==> config.mk <==
export PLATFORM = sky130hd
export DESIGN_NAME = sweep_scan_ctrl
export DESIGN_NICKNAME = d
export VERILOG_FILES = /design/src/rtl/sweep_pkg.sv /design/src/rtl/sweep_tuner.sv /design/src/rtl/sweep_dwell.sv /design/src/rtl/sweep_divider.sv /design/src/rtl/sweep_scan_ctrl.sv
export SDC_FILE = /design/constraint.sdc
export NUM_CORES = 1
export LEC_CHECK = 0
export BUFFER_PORTS_ARGS = -buffer_cell sky130_fd_sc_hd__buf_2
export CORE_MARGIN = 3
export CORE_UTILIZATION = 65
export CTS_BUF_LIST = sky130_fd_sc_hd__clkbuf_2
export CTS_CLUSTER_SIZE = 40
export DETAILED_ROUTE_END_ITERATION = 6
export PLACE_DENSITY = 0.82
export SYNTH_ARGS = -nofsm -noshare
export SYNTH_HDL_FRONTEND = slang
export SYNTH_SLANG_ARGS = --single-unit
==> constraint.sdc <==
create_clock -name clk -period 13.2 [get_ports clk]
set_input_delay 1.32 -clock clk [delete_from_list [all_inputs] [get_ports clk]]
set_output_delay 1.32 -clock clk [all_outputs]
set_load 0.05 [all_outputs]
==> src/rtl/sweep_pkg.sv <==
package sweep_pkg;
  localparam int FREQ_W      = 28;
  localparam int FREQ_MIN    = 100_000;
  localparam int FREQ_MAX    = 150_000_000;
  localparam int FREQ_INIT   = 10_000_000;
  localparam int EDIT_STEP   = 1000;
  localparam int START_INIT  = 1_000_000;
  localparam int STOP_INIT   = 2_000_000;
  localparam int NUM_COUNTS  = 6;
  localparam int NUM_DECADES = 6;
  localparam int SEL_W       = 3;
  localparam int CNT_W       = 10;

  typedef enum logic [2:0] {
    MD_CW   = 3'd0,
    MD_AM   = 3'd1,
    MD_FMN  = 3'd2,
    MD_FMW  = 3'd3,
    MD_FMB  = 3'd4,
    MD_SCAN = 3'd5
  } mode_e;

  typedef enum logic [2:0] {
    FLD_IDLE  = 3'd0,
    FLD_START = 3'd1,
    FLD_STOP  = 3'd2,
    FLD_COUNT = 3'd3,
    FLD_CALC  = 3'd4,
    FLD_RUN   = 3'd5
  } field_e;

  function automatic logic [CNT_W-1:0] count_of(logic [SEL_W-1:0] idx);
    case (idx)
      3'd0:    count_of = 10'd10;
      3'd1:    count_of = 10'd20;
      3'd2:    count_of = 10'd50;
      3'd3:    count_of = 10'd100;
      3'd4:    count_of = 10'd200;
      default: count_of = 10'd500;
    endcase
  endfunction

  function automatic int decade_of(logic [SEL_W-1:0] idx);
    int v;
    v = 10;
    for (int i = 0; i < NUM_DECADES - 1; i++) begin
      if (i < int'(idx)) v = v * 10;
    end
    return v;
  endfunction
endpackage

==> src/rtl/sweep_tuner.sv <==
module sweep_tuner
  import sweep_pkg::*;
#(
  parameter int FW = FREQ_W
) (
  input  logic          clk,
  input  logic          rst,
  input  logic          en,
  input  logic          up,
  input  logic          dn,
  input  logic          step_adv,
  output logic [FW-1:0] freq
);
  localparam logic [FW-1:0]    F_LO     = FW'(FREQ_MIN);
  localparam logic [FW-1:0]    F_HI     = FW'(FREQ_MAX);
  localparam logic [SEL_W-1:0] DEC_LAST = SEL_W'(NUM_DECADES - 1);

  logic [SEL_W-1:0] dec_q;
  logic [FW-1:0]    inc;

  assign inc = FW'(decade_of(dec_q));

  always_ff @(posedge clk) begin
    if (rst) begin
      freq  <= FW'(FREQ_INIT);
      dec_q <= SEL_W'(2);
    end else if (en) begin
      if (step_adv) dec_q <= (dec_q == DEC_LAST) ? '0 : dec_q + SEL_W'(1);
      if (up && !dn)      freq <= (freq > F_HI - inc) ? F_HI : freq + inc;
      else if (dn && !up) freq <= (freq < F_LO + inc) ? F_LO : freq - inc;
    end
  end

  assert_tune_range_R5: assert property (@(posedge clk) disable iff (rst)
    (freq >= F_LO) && (freq <= F_HI));

  assert_tune_hold_R10: assert property (@(posedge clk) disable iff (rst)
    !en |=> $stable(freq));
endmodule

==> src/rtl/sweep_dwell.sv <==
module sweep_dwell #(
  parameter int TICKS = 4
) (
  input  logic clk,
  input  logic rst,
  input  logic run,
  input  logic tick,
  output logic adv
);
  localparam int CW = $clog2(TICKS + 1);

  logic [CW-1:0] cnt_q;

  assign adv = run && tick && (cnt_q == CW'(TICKS - 1));

  always_ff @(posedge clk) begin
    if (rst || !run)  cnt_q <= '0;
    else if (adv)     cnt_q <= '0;
    else if (tick)    cnt_q <= cnt_q + CW'(1);
  end

  assert_dwell_bound_R8: assert property (@(posedge clk) disable iff (rst)
    cnt_q < CW'(TICKS));
endmodule

==> src/rtl/sweep_divider.sv <==
module sweep_divider #(
  parameter int NW = 28,
  parameter int DW = 10
) (
  input  logic          clk,
  input  logic          rst,
  input  logic          go,
  input  logic [NW-1:0] num,
  input  logic [DW-1:0] den,
  output logic          done,
  output logic [NW-1:0] quot
);
  localparam int IW = $clog2(NW + 1);

  logic          busy_q;
  logic [IW-1:0] idx_q;
  logic [NW-1:0] acc_q;
  logic [DW-1:0] rem_q;
  logic [DW-1:0] den_q;
  logic [NW-1:0] num_q;
  logic [DW:0]   shifted;
  logic [DW:0]   diff;
  logic          fits;

  assign shifted = {rem_q, acc_q[NW-1]};
  assign fits    = shifted >= {1'b0, den_q};
  assign diff    = shifted - {1'b0, den_q};
  assign quot    = acc_q;

  always_ff @(posedge clk) begin
    if (rst) begin
      busy_q <= 1'b0;
      done   <= 1'b0;
      idx_q  <= '0;
      acc_q  <= '0;
      rem_q  <= '0;
      den_q  <= '0;
      num_q  <= '0;
    end else begin
      done <= 1'b0;
      if (go) begin
        busy_q <= 1'b1;
        idx_q  <= '0;
        acc_q  <= num;
        rem_q  <= '0;
        den_q  <= den;
        num_q  <= num;
      end else if (busy_q) begin
        rem_q <= fits ? diff[DW-1:0] : shifted[DW-1:0];
        acc_q <= {acc_q[NW-2:0], fits};
        idx_q <= idx_q + IW'(1);
        if (idx_q == IW'(NW - 1)) begin
          busy_q <= 1'b0;
          done   <= 1'b1;
        end
      end
    end
  end

  assert_div_exact_R8: assert property (@(posedge clk) disable iff (rst)
    done |-> (({{DW{1'b0}}, acc_q} * {{NW{1'b0}}, den_q}) + {{NW{1'b0}}, rem_q})
             == {{DW{1'b0}}, num_q});
endmodule

==> src/rtl/sweep_scan_ctrl.sv <==
module sweep_scan_ctrl
  import sweep_pkg::*;
#(
  parameter int FW          = FREQ_W,
  parameter int DWELL_TICKS = 4
) (
  input  logic          clk,
  input  logic          rst,
  input  logic          mode_btn,
  input  logic          step_btn,
  input  logic          enc_up,
  input  logic          enc_dn,
  input  logic          dwell_tick,
  output logic [FW-1:0] freq_hz,
  output logic          freq_valid,
  output logic [2:0]    mode,
  output logic [2:0]    setup_field
);
  localparam logic [FW-1:0]    F_LO      = FW'(FREQ_MIN);
  localparam logic [FW-1:0]    F_HI      = FW'(FREQ_MAX);
  localparam logic [FW-1:0]    F_EDIT    = FW'(EDIT_STEP);
  localparam logic [FW-1:0]    START_HI  = F_HI - F_EDIT;
  localparam logic [SEL_W-1:0] CNT_LAST  = SEL_W'(NUM_COUNTS - 1);

  mode_e            mode_q;
  field_e           field_q;
  logic [FW-1:0]    start_q, stop_q, run_q, nxt_freq, tune_f, span, step_f;
  logic [SEL_W-1:0] csel_q;
  logic [CNT_W-1:0] k_q, npts;
  logic             div_go_q, div_done, adv;
  logic             ev_scan, ev_mode, ev_step, ev_up, ev_dn;

  assign ev_scan = mode_btn && step_btn;
  assign ev_mode = mode_btn && !step_btn;
  assign ev_step = step_btn && !mode_btn;
  assign ev_up   = enc_up && !enc_dn;
  assign ev_dn   = enc_dn && !enc_up;
  assign npts    = count_of(csel_q);
  assign span    = stop_q - start_q;

  sweep_tuner #(.FW(FW)) u_tuner (
    .clk(clk), .rst(rst), .en(mode_q != MD_SCAN), .up(enc_up), .dn(enc_dn),
    .step_adv(ev_step), .freq(tune_f)
  );

  sweep_divider #(.NW(FW), .DW(CNT_W)) u_div (
    .clk(clk), .rst(rst), .go(div_go_q), .num(span), .den(npts),
    .done(div_done), .quot(step_f)
  );

  sweep_dwell #(.TICKS(DWELL_TICKS)) u_dwell (
    .clk(clk), .rst(rst), .run(field_q == FLD_RUN), .tick(dwell_tick), .adv(adv)
  );

  always_ff @(posedge clk) begin
    if (rst) begin
      mode_q   <= MD_CW;
      field_q  <= FLD_IDLE;
      start_q  <= FW'(START_INIT);
      stop_q   <= FW'(STOP_INIT);
      csel_q   <= '0;
      run_q    <= FW'(START_INIT);
      k_q      <= '0;
      div_go_q <= 1'b0;
    end else begin
      div_go_q <= 1'b0;
      if (ev_mode) begin
        if (mode_q == MD_SCAN) begin
          mode_q  <= MD_CW;
          field_q <= FLD_IDLE;
        end else if (mode_q == MD_FMB) begin
          mode_q  <= MD_SCAN;
          field_q <= FLD_START;
        end else begin
          mode_q <= mode_e'(mode_q + 3'd1);
        end
      end else if (ev_scan) begin
        case (field_q)
          FLD_IDLE:  begin mode_q <= MD_SCAN; field_q <= FLD_START; end
          FLD_START: field_q <= FLD_STOP;
          FLD_STOP:  field_q <= FLD_COUNT;
          FLD_COUNT: begin
            if (stop_q <= start_q) stop_q <= start_q + F_EDIT;
            field_q  <= FLD_CALC;
            div_go_q <= 1'b1;
          end
          FLD_RUN:   field_q <= FLD_START;
          default:   field_q <= field_q;
        endcase
      end else if (div_done && field_q == FLD_CALC) begin
        field_q <= FLD_RUN;
        run_q   <= start_q;
        k_q     <= '0;
      end else if (field_q == FLD_RUN && adv) begin
        if (k_q == npts - CNT_W'(1)) begin
          k_q   <= '0;
          run_q <= start_q;
        end else begin
          k_q   <= k_q + CNT_W'(1);
          run_q <= run_q + step_f;
        end
      end else if (field_q == FLD_START) begin
        if (ev_up)      start_q <= (start_q > START_HI - F_EDIT) ? START_HI : start_q + F_EDIT;
        else if (ev_dn) start_q <= (start_q < F_LO + F_EDIT) ? F_LO : start_q - F_EDIT;
      end else if (field_q == FLD_STOP) begin
        if (ev_up)      stop_q <= (stop_q > F_HI - F_EDIT) ? F_HI : stop_q + F_EDIT;
        else if (ev_dn) stop_q <= (stop_q < F_LO + F_EDIT) ? F_LO : stop_q - F_EDIT;
      end else if (field_q == FLD_COUNT) begin
        if (ev_up && csel_q != CNT_LAST)   csel_q <= csel_q + SEL_W'(1);
        else if (ev_dn && csel_q != '0)    csel_q <= csel_q - SEL_W'(1);
      end
    end
  end

  always_comb begin
    if (mode_q != MD_SCAN) nxt_freq = tune_f;
    else begin
      case (field_q)
        FLD_START: nxt_freq = start_q;
        FLD_STOP:  nxt_freq = stop_q;
        FLD_RUN:   nxt_freq = run_q;
        default:   nxt_freq = freq_hz;
      endcase
    end
  end

  always_ff @(posedge clk) begin
    if (rst) begin
      freq_hz    <= FW'(FREQ_INIT);
      freq_valid <= 1'b0;
    end else begin
      freq_hz    <= nxt_freq;
      freq_valid <= nxt_freq != freq_hz;
    end
  end

  assign mode        = mode_q;
  assign setup_field = field_q;

  assert_freq_range_R5: assert property (@(posedge clk) disable iff (rst)
    (freq_hz >= F_LO) && (freq_hz <= F_HI));

  assert_strobe_on_change_R11: assert property (@(posedge clk) disable iff (rst)
    (freq_hz != $past(freq_hz)) |-> freq_valid);

  assert_field_scan_only_R3: assert property (@(posedge clk) disable iff (rst)
    (mode_q == MD_SCAN) == (field_q != FLD_IDLE));

  assert_run_after_calc_R3: assert property (@(posedge clk) disable iff (rst)
    (field_q == FLD_RUN && $past(field_q) != FLD_RUN) |-> $past(field_q) == FLD_CALC);

  assert_stop_above_start_R9: assert property (@(posedge clk) disable iff (rst)
    (field_q == FLD_RUN) |-> (stop_q > start_q));

  assert_run_in_window_R8: assert property (@(posedge clk) disable iff (rst)
    (field_q == FLD_RUN) |-> (run_q >= start_q && run_q < stop_q));

  assert_count_index_R7: assert property (@(posedge clk) disable iff (rst)
    csel_q <= CNT_LAST);
endmodule

# Yosys cells after proc, flatten, opt, wreduce, memory -nomap -nowiden
# Cells that the tools add are included.
[classes] add_sub_neg=19 multipliers=4 n_lt_le_gt_ge=13 eq_ne=25 muxes=55 n_bitwise=7 reduce_logical=42
[op_table] op="$mux 28" count=26
[op_table] op="$mux 32" count=3
[op_table] op="$pmux 28 s3" count=1
[op_table] op="$mul 32x4->31 const B" count=2
[op_table] op="$add 28x10->28 const B" count=2
[op_table] op="$add 28x28->28" count=2
[op_table] op="$gt 28x28->1 const B" count=2
[op_table] op="$lt 28x17->1 const B" count=2
[op_table] op="$sub 28x10->28 const B" count=2
[op_table] op="$sub 28x28->28" count=2
[op_table] op="$pmux 9 s5" count=1
[op_table] op="$mux 10" count=4
[op_table] op="$mux 3" count=13
[op_table] op="$mul 32x4->27 const B" count=1
[op_table] op="$add 17x28->28 const A" count=1
[op_table] op="$gt 28x28->1" count=1
[op_table] op="$le 28x28->1" count=1
[op_table] op="$lt 28x28->1" count=1
[op_table] op="$ne 28x28->1" count=1
[op_table] op="$sub 28x28->28 const A" count=1
[op_table] op="$eq 3x3->1 const B" count=6
[op_table] op="$reduce_and 8->1" count=2
[op_table] op="$eq 3x2->1 const B" count=5
[op_table] op="$reduce_bool 2->1" count=7
[op_table] op="other kinds (33)" count=76
[totals] reg_bits=222

# Longest topological paths before layout
[depth] ltp_word=15 mapped_depth=39 mapped_depth_nobuf=33

# Cells and area by module
# A second synthesis with hierarchy kept.
[unflattened] hier_cells=3033 hier_area_um2=22450.3
[by_module_without_submodules] module="sweep_scan_ctrl" n_inst=1 cells_per_inst=1728 area_per_inst_um2=12456.9 seq_area_each_um2=2542.4
[by_module_without_submodules] module="sweep_tuner" n_inst=1 cells_per_inst=953 area_per_inst_um2=6999.2 seq_area_each_um2=600.6
[by_module_without_submodules] module="sweep_divider" n_inst=1 cells_per_inst=335 area_per_inst_um2=2834.0 seq_area_each_um2=1101.1
[by_module_without_submodules] module="sweep_dwell" n_inst=1 cells_per_inst=17 area_per_inst_um2=160.2 seq_area_each_um2=60.1

# Worst setup path after synthesis
# No wires, ideal clock.
[synth_timing] path_kind="register -> register" from="reg u_tuner.dec_q[2]" to="reg u_tuner.freq[27]" arrival_ns=7.585 required_ns=13.114 slack_ns=5.528 path_stages_with_launch=35 synth_period_minus_slack_ns=7.672 cell_sequence="dfxtp_1 buf_2 buf_2 clkbuf_1 buf_2 nor2_1 o21ai_0 inv_1 ha_1 inv_1 fa_1 nand2b_1 nand2_1 ha_1 ha_1 nor2b_1 o31a_1 o21a_1 o41ai_4 o2111ai_1 and3_1 buf_2 o311ai_1 nand2_1 xnor2_1 ha_1 nand2_1 or3_1 or4_1 a21oi_1 o211ai_1 a21o_1 buf_2 a311o_1 a221oi_2"
[synth_between] elab_chain_len=15 elab_cells_between_ends=24 classes_between="add/sub: 4; mul: 4; order compare: 7; mux: 9"
[synth_rtl] item="start: declaration" line_no="sweep_tuner.sv:18" source="logic [SEL_W-1:0] dec_q;"
[synth_rtl] item="start signal: assignment" line_no="sweep_tuner.sv:28" source="if (step_adv) dec_q <= (dec_q == DEC_LAST) ? '0 : dec_q + SEL_W'(1);"
[synth_rtl] item="$lt 1x3->1" line_no="sweep_pkg.sv:47" source="if (i < int'(idx)) v = v * 10;"
[synth_rtl] item="$mux 7" line_no="sweep_pkg.sv:47"
[synth_rtl] item="$mul 7x3->10" line_no="sweep_pkg.sv:47"
[synth_rtl] item="$mux 32" line_no="sweep_pkg.sv:47"
[synth_rtl] item="$mul 32x4->31" line_no="sweep_pkg.sv:47"
[synth_rtl] item="$mux 32" line_no="sweep_pkg.sv:47"
[synth_rtl] item="$mul 32x4->31" line_no="sweep_pkg.sv:47"
[synth_rtl] item="$mux 32" line_no="sweep_pkg.sv:47"
[synth_rtl] item="$mul 32x4->27" line_no="sweep_pkg.sv:47"
[synth_rtl] item="$mux 28 *" line_no="sweep_pkg.sv:47"
[synth_rtl] item="$add 17x28->28" line_no="sweep_tuner.sv:30" source="else if (dn && !up) freq <= (freq < F_LO + inc) ? F_LO : freq - inc;"
[synth_rtl] item="$lt 28x28->1" line_no="sweep_tuner.sv:30"
[synth_rtl] item="$mux 28 (2 in series)" line_no="sweep_tuner.sv:30"
[synth_rtl] item="$mux 28 *" line_no="sweep_tuner.sv:29" source="if (up && !dn) freq <= (freq > F_HI - inc) ? F_HI : freq + inc;"
[synth_rtl] item="end signal: assignment" line_no="sweep_tuner.sv:25" source="freq <= FW'(FREQ_INIT);"
[synth_rtl] item="end signal: assignment" line_no="sweep_tuner.sv:29"
[synth_rtl] item="end signal: assignment" line_no="sweep_tuner.sv:30"
[synth_rtl] item="end: declaration" line_no="sweep_tuner.sv:12" source="output logic [FW-1:0] freq"
# Every way passes the cells marked *; elsewhere a longest branch is shown, timed or not. The select of a mux whose other input is x is not followed.
# A chain may end at the register's enable or synchronous reset.

# Final worst setup path
[layout_timing] from="reg u_tuner.dec_q[0]" to="reg u_tuner.freq[21]"
# Same word-level chain as after synthesis.

==> flow_summary.yaml <==
floorplan:
  start_util_pct: 66.8
  dieWidth_microns: 190
  die_h_microns: 190
  rows: 66
  dieArea_sq_mm: 0.0360
  coreArea_sq_mm: 0.0329
  io_pins: 42
routing:
  vias_per_cell: 6.96
  wl_per_cell_microns: 22.2
  drc: 9
  dr.pass1.iters: 7
  routed_wl_mm: 75.6
  vias: 23700
  drtIter0Drc: 2947
  antenna_left: 0
power_and_ir_drop:
  vdd_drop_max_uv: 54.5
  p_per_area_mw_per_mm2: 88.2
  p_leak_nw: 9.15
synth:
  synthFlopType: "dfxtp_1"
  synth_seq_area_share_pct: 19.4
  yosys_warnings: 0
  synth_top_family_by_area: "compound AO/OA/AOI/OAI gates"
  synth-simple-area-share_pct: 21.8
  avgSynthCellArea_sq_um: 7.37
  synth_area_leaders: "dfxtp_1 19%, ha_1 12%, a21oi_1 6.2%, nor2_1 4.3%, nand2_1 4.3%"
  ys_ff_latch: 213
  synth_edf_count: 0
  synthTopCellsByCount: "270 x a21oi_1, 254 x nor2_1, 251 x nand2_1, 213 x dfxtp_1, 202 x ha_1"
  synth.most_common_cell: "a21oi_1"
  syn-cell-area_sq_mm: 0.0219
  synth-xor-area-share_pct: 5.46
  ys_types: 116
  syn_inst: 2975
  synth.area.mux_share_pct: 3.09
  async_flop_share_pct: 0
  yosys.area.top_type: "dfxtp_1"
  synth_top_area_share_pct: 19.4
  synthAdderAreaFrac_pct: 12.2
  synth_compound_area_share_pct: 31.6
grt:
  top_usage_layer: "met2"
  grt_pass1_wl_mm: 118
  grt_overflow_total: 0
  grt_use_met1_pct: 55.0
  grt_start_max_net_pins: 73
  gr-usage-met2_pct: 61.3
  antenna_found_initial: 2
  grt_util_met3_pct: 9.84
  grt_pass1_vias: 21900
  track_usage_pct: 40.5
critical_path:
  cp_max_fo: 23
  startpoint_type: "flip-flop"
  required_ns: 14.24
  reg2reg_to: "u_tuner.freq[21]"
  r2r_cells: 27
  cp-endpoint: "u_tuner.freq[21]"
  critical_path_arrival_ns: 9.53
  crit_start: "u_tuner.dec_q[0]"
  r2r_setup_slack_ns: 4.71
  worstReg2RegStart: "u_tuner.dec_q[0]"
  end_kind: "flip-flop"
  critPathKind: "flip-flop to flip-flop"
timing:
  worstMarginPinSlew_ns: 1.21
  timing.final.crit_period_ns: 8.49
  maxSlewHeadroom_pct: 19.3
  max_clock_freq_ghz: 0.118
  setup_viol: 0
  finalCritPeriodShare_pct: 64.3
  fin_skew_ns: 0.0955
  setup_tns_ns: 0
  finalMaxSlewViolations: 0
  rsz0062_at_grt: "no"
  finalHoldViolations: 0
final_layout:
  syn2layout_area_growth_pct: 3.59
  multi_input_area_sq_mm: 0.0163
  fillers: 2863
  drive_gt1_share_pct: 8.45
  layout.area.seq_sq_mm: 0.00427
  nets: 3131
  fin_area_sq_mm: 0.0227
placed_design:
  post-dp-hpwl_mm: 56.2
  gp_congestion: 0.995
  placed_cell_area_sq_mm: 0.0222
  portBuffers: 41
cts:
  root_buffer: "clkbuf_2"
  ctsResizeCount: 0
  cts_tree: "done"
  worstSkewPairLatency_ns: 1.14
  post-cts-setup-buffers: 0
  cts_buffer_depth: 3
  cts_num_sinks: 213
  worst_setup_hold_path_clk_slew_ns: 0.11
  h-tree-depth: 2
  ctsHoldBuffers: 0
  numCtsBuffers: 57
run_status:
  status: "complete, but fails checks"
  violations: "DRC"
flow_run:
  maxCapViolations: 0
worst_hold_path:
  min_path_type: "flip-flop to flip-flop"
worst min path at each step:
| stage | to | start | cells after the start | slack, ns |
|---|---|---|---|---|
| 2_1_floorplan | u_div.den_q[5] | u_div.den_q[5] | 2 | 0.45 |
| 3_3_place_gp | u_div.rem_q[9] | u_div.rem_q[9] | 2 | 0.47 |
| 3_5_place_dp | u_div.den_q[3] | u_div.den_q[3] | 2 | 0.49 |
| 4_1_cts | run_q[1] | rst | 2 | 0.44 |
| 5_1_grt | u_div.den_q[1] | u_div.den_q[1] | 2 | 0.53 |
| 6_report | u_div.rem_q[9] | u_div.rem_q[9] | 2 | 0.50 |
layout by cell type (no fill, tap or decap), types with 16 or more instances in the layout:
cell type / count
nand2b_1: 31
a31oi_1: 52
o21bai_1: 16
clkinv_1: 21
nor3_1: 89
o31ai_1: 24
ha_1: 201
a221oi_1: 20
nand2_1: 251
o22ai_1: 29
o21a_1: 20
xnor2_1: 98
buf_2: 40
and3_1: 27
nand4_1: 34
mux2i_1: 52
or3_1: 31
o221ai_1: 22
o21ai_1: 19
a21oi_1: 270
xor2_1: 37
inv_1: 142
dfxtp_1: 211
nor4_1: 20
nand3_1: 98
nor2b_1: 27
nor2_1: 254
and2_1: 25
o211ai_1: 49
o21ai_0: 171
buf_4: 32
a211oi_1: 79
clkbuf_2: 78
a21o_1: 55
cell families (layout without fill, tap and decap cells):
group,count (synthesis),after routing
fa+ha+maj,209,209
simple gates,970,970
buf+inv,357,333
other cells,2,10
xor+xnor,136,136
compound gates,1023,1023
mux,65,65
flops,213,213
layout make-up:
type,instances,share of cell area (%)
clock buffers,78,1.72
repair buffers,72,1.94
inverters,160,2.64
well taps,442,2.43
diodes,2,0.0220
multi-input cells,2411,71.8
flip-flops and latches,213,18.8
clock inverters,23,0.705
critical path, cell delays in order, from the launching register on:
cell	delay, ns
dfxtp_1	0.79
nor2_1	0.26
o21ai_0	0.38
inv_1	0.09
ha_1	0.31
inv_1	0.06
fa_1	0.52
nand2b_1	0.14
nand2_1	0.10
ha_1	0.33
ha_1	0.37
a2111oi_0	0.13
nor4bb_1	0.90
o21ai_0	0.28
nand3_1	0.19
nand3_1	0.14
o311ai_1	0.45
and2_1	0.20
ha_1	0.24
nand2_1	0.09
a21oi_1	0.05
a2111oi_0	0.38
o31ai_1	0.15
o211ai_1	0.40
a21o_1	0.69
o21ai_0	0.18
or4_1	0.52
o211a_1	0.14
flip-flops by register name (all words and copies together) (netlist names):
name and flops:
start_q 25, k_q 10, u_div.done 1, freq_hz 28
u_dwell.cnt_q 3, u_div.quot 28, setup_field 3, u_div.idx_q 5
u_div.busy_q 1, stop_q 25, u_tuner.freq 27, mode 3
u_tuner.dec_q 3, u_div.rem_q 10, u_div.den_q 8, div_go_q 1
freq_valid 1, csel_q 3, run_q 28
report_power, final:
part	internal (W)	total, W	switching, W
clock	0.000205	0.000524	0.000319
combinational	0.000267	0.000745	0.000478
sequential	0.000668	0.000735	0.0000672
total	0.00114	0.00200	0.000864
routing by layer:
| layer | vias to the layer above | wire length [microns] |
|---|---|---|
| met5 | - | 0 |
| met4 | 0 | 3070 |
| met3 | 248 | 9900 |
| met2 | 1530 | 32100 |
| met1 | 11000 | 30600 |
| li1 | 10900 | - |
metrics by stage:
stage | power [W] | util, % | setup slack (ns) | hold WS, ns | std cells
floorplan | 0.00127 | - | 5.53 | 0.446 | 2981
global placement | 0.00144 | 67.5 | 5.06 | 0.473 | 3298
detailed placement | 0.00146 | 67.5 | 4.71 | 0.488 | 3298
CTS | 0.00198 | 69.1 | 4.74 | 0.438 | 3399
global route | 0.00209 | 69.1 | 3.89 | 0.533 | 3400
finish | 0.00200 | 69.1 | 4.71 | 0.503 | 3401
Power figures use the tool's default switching activity.
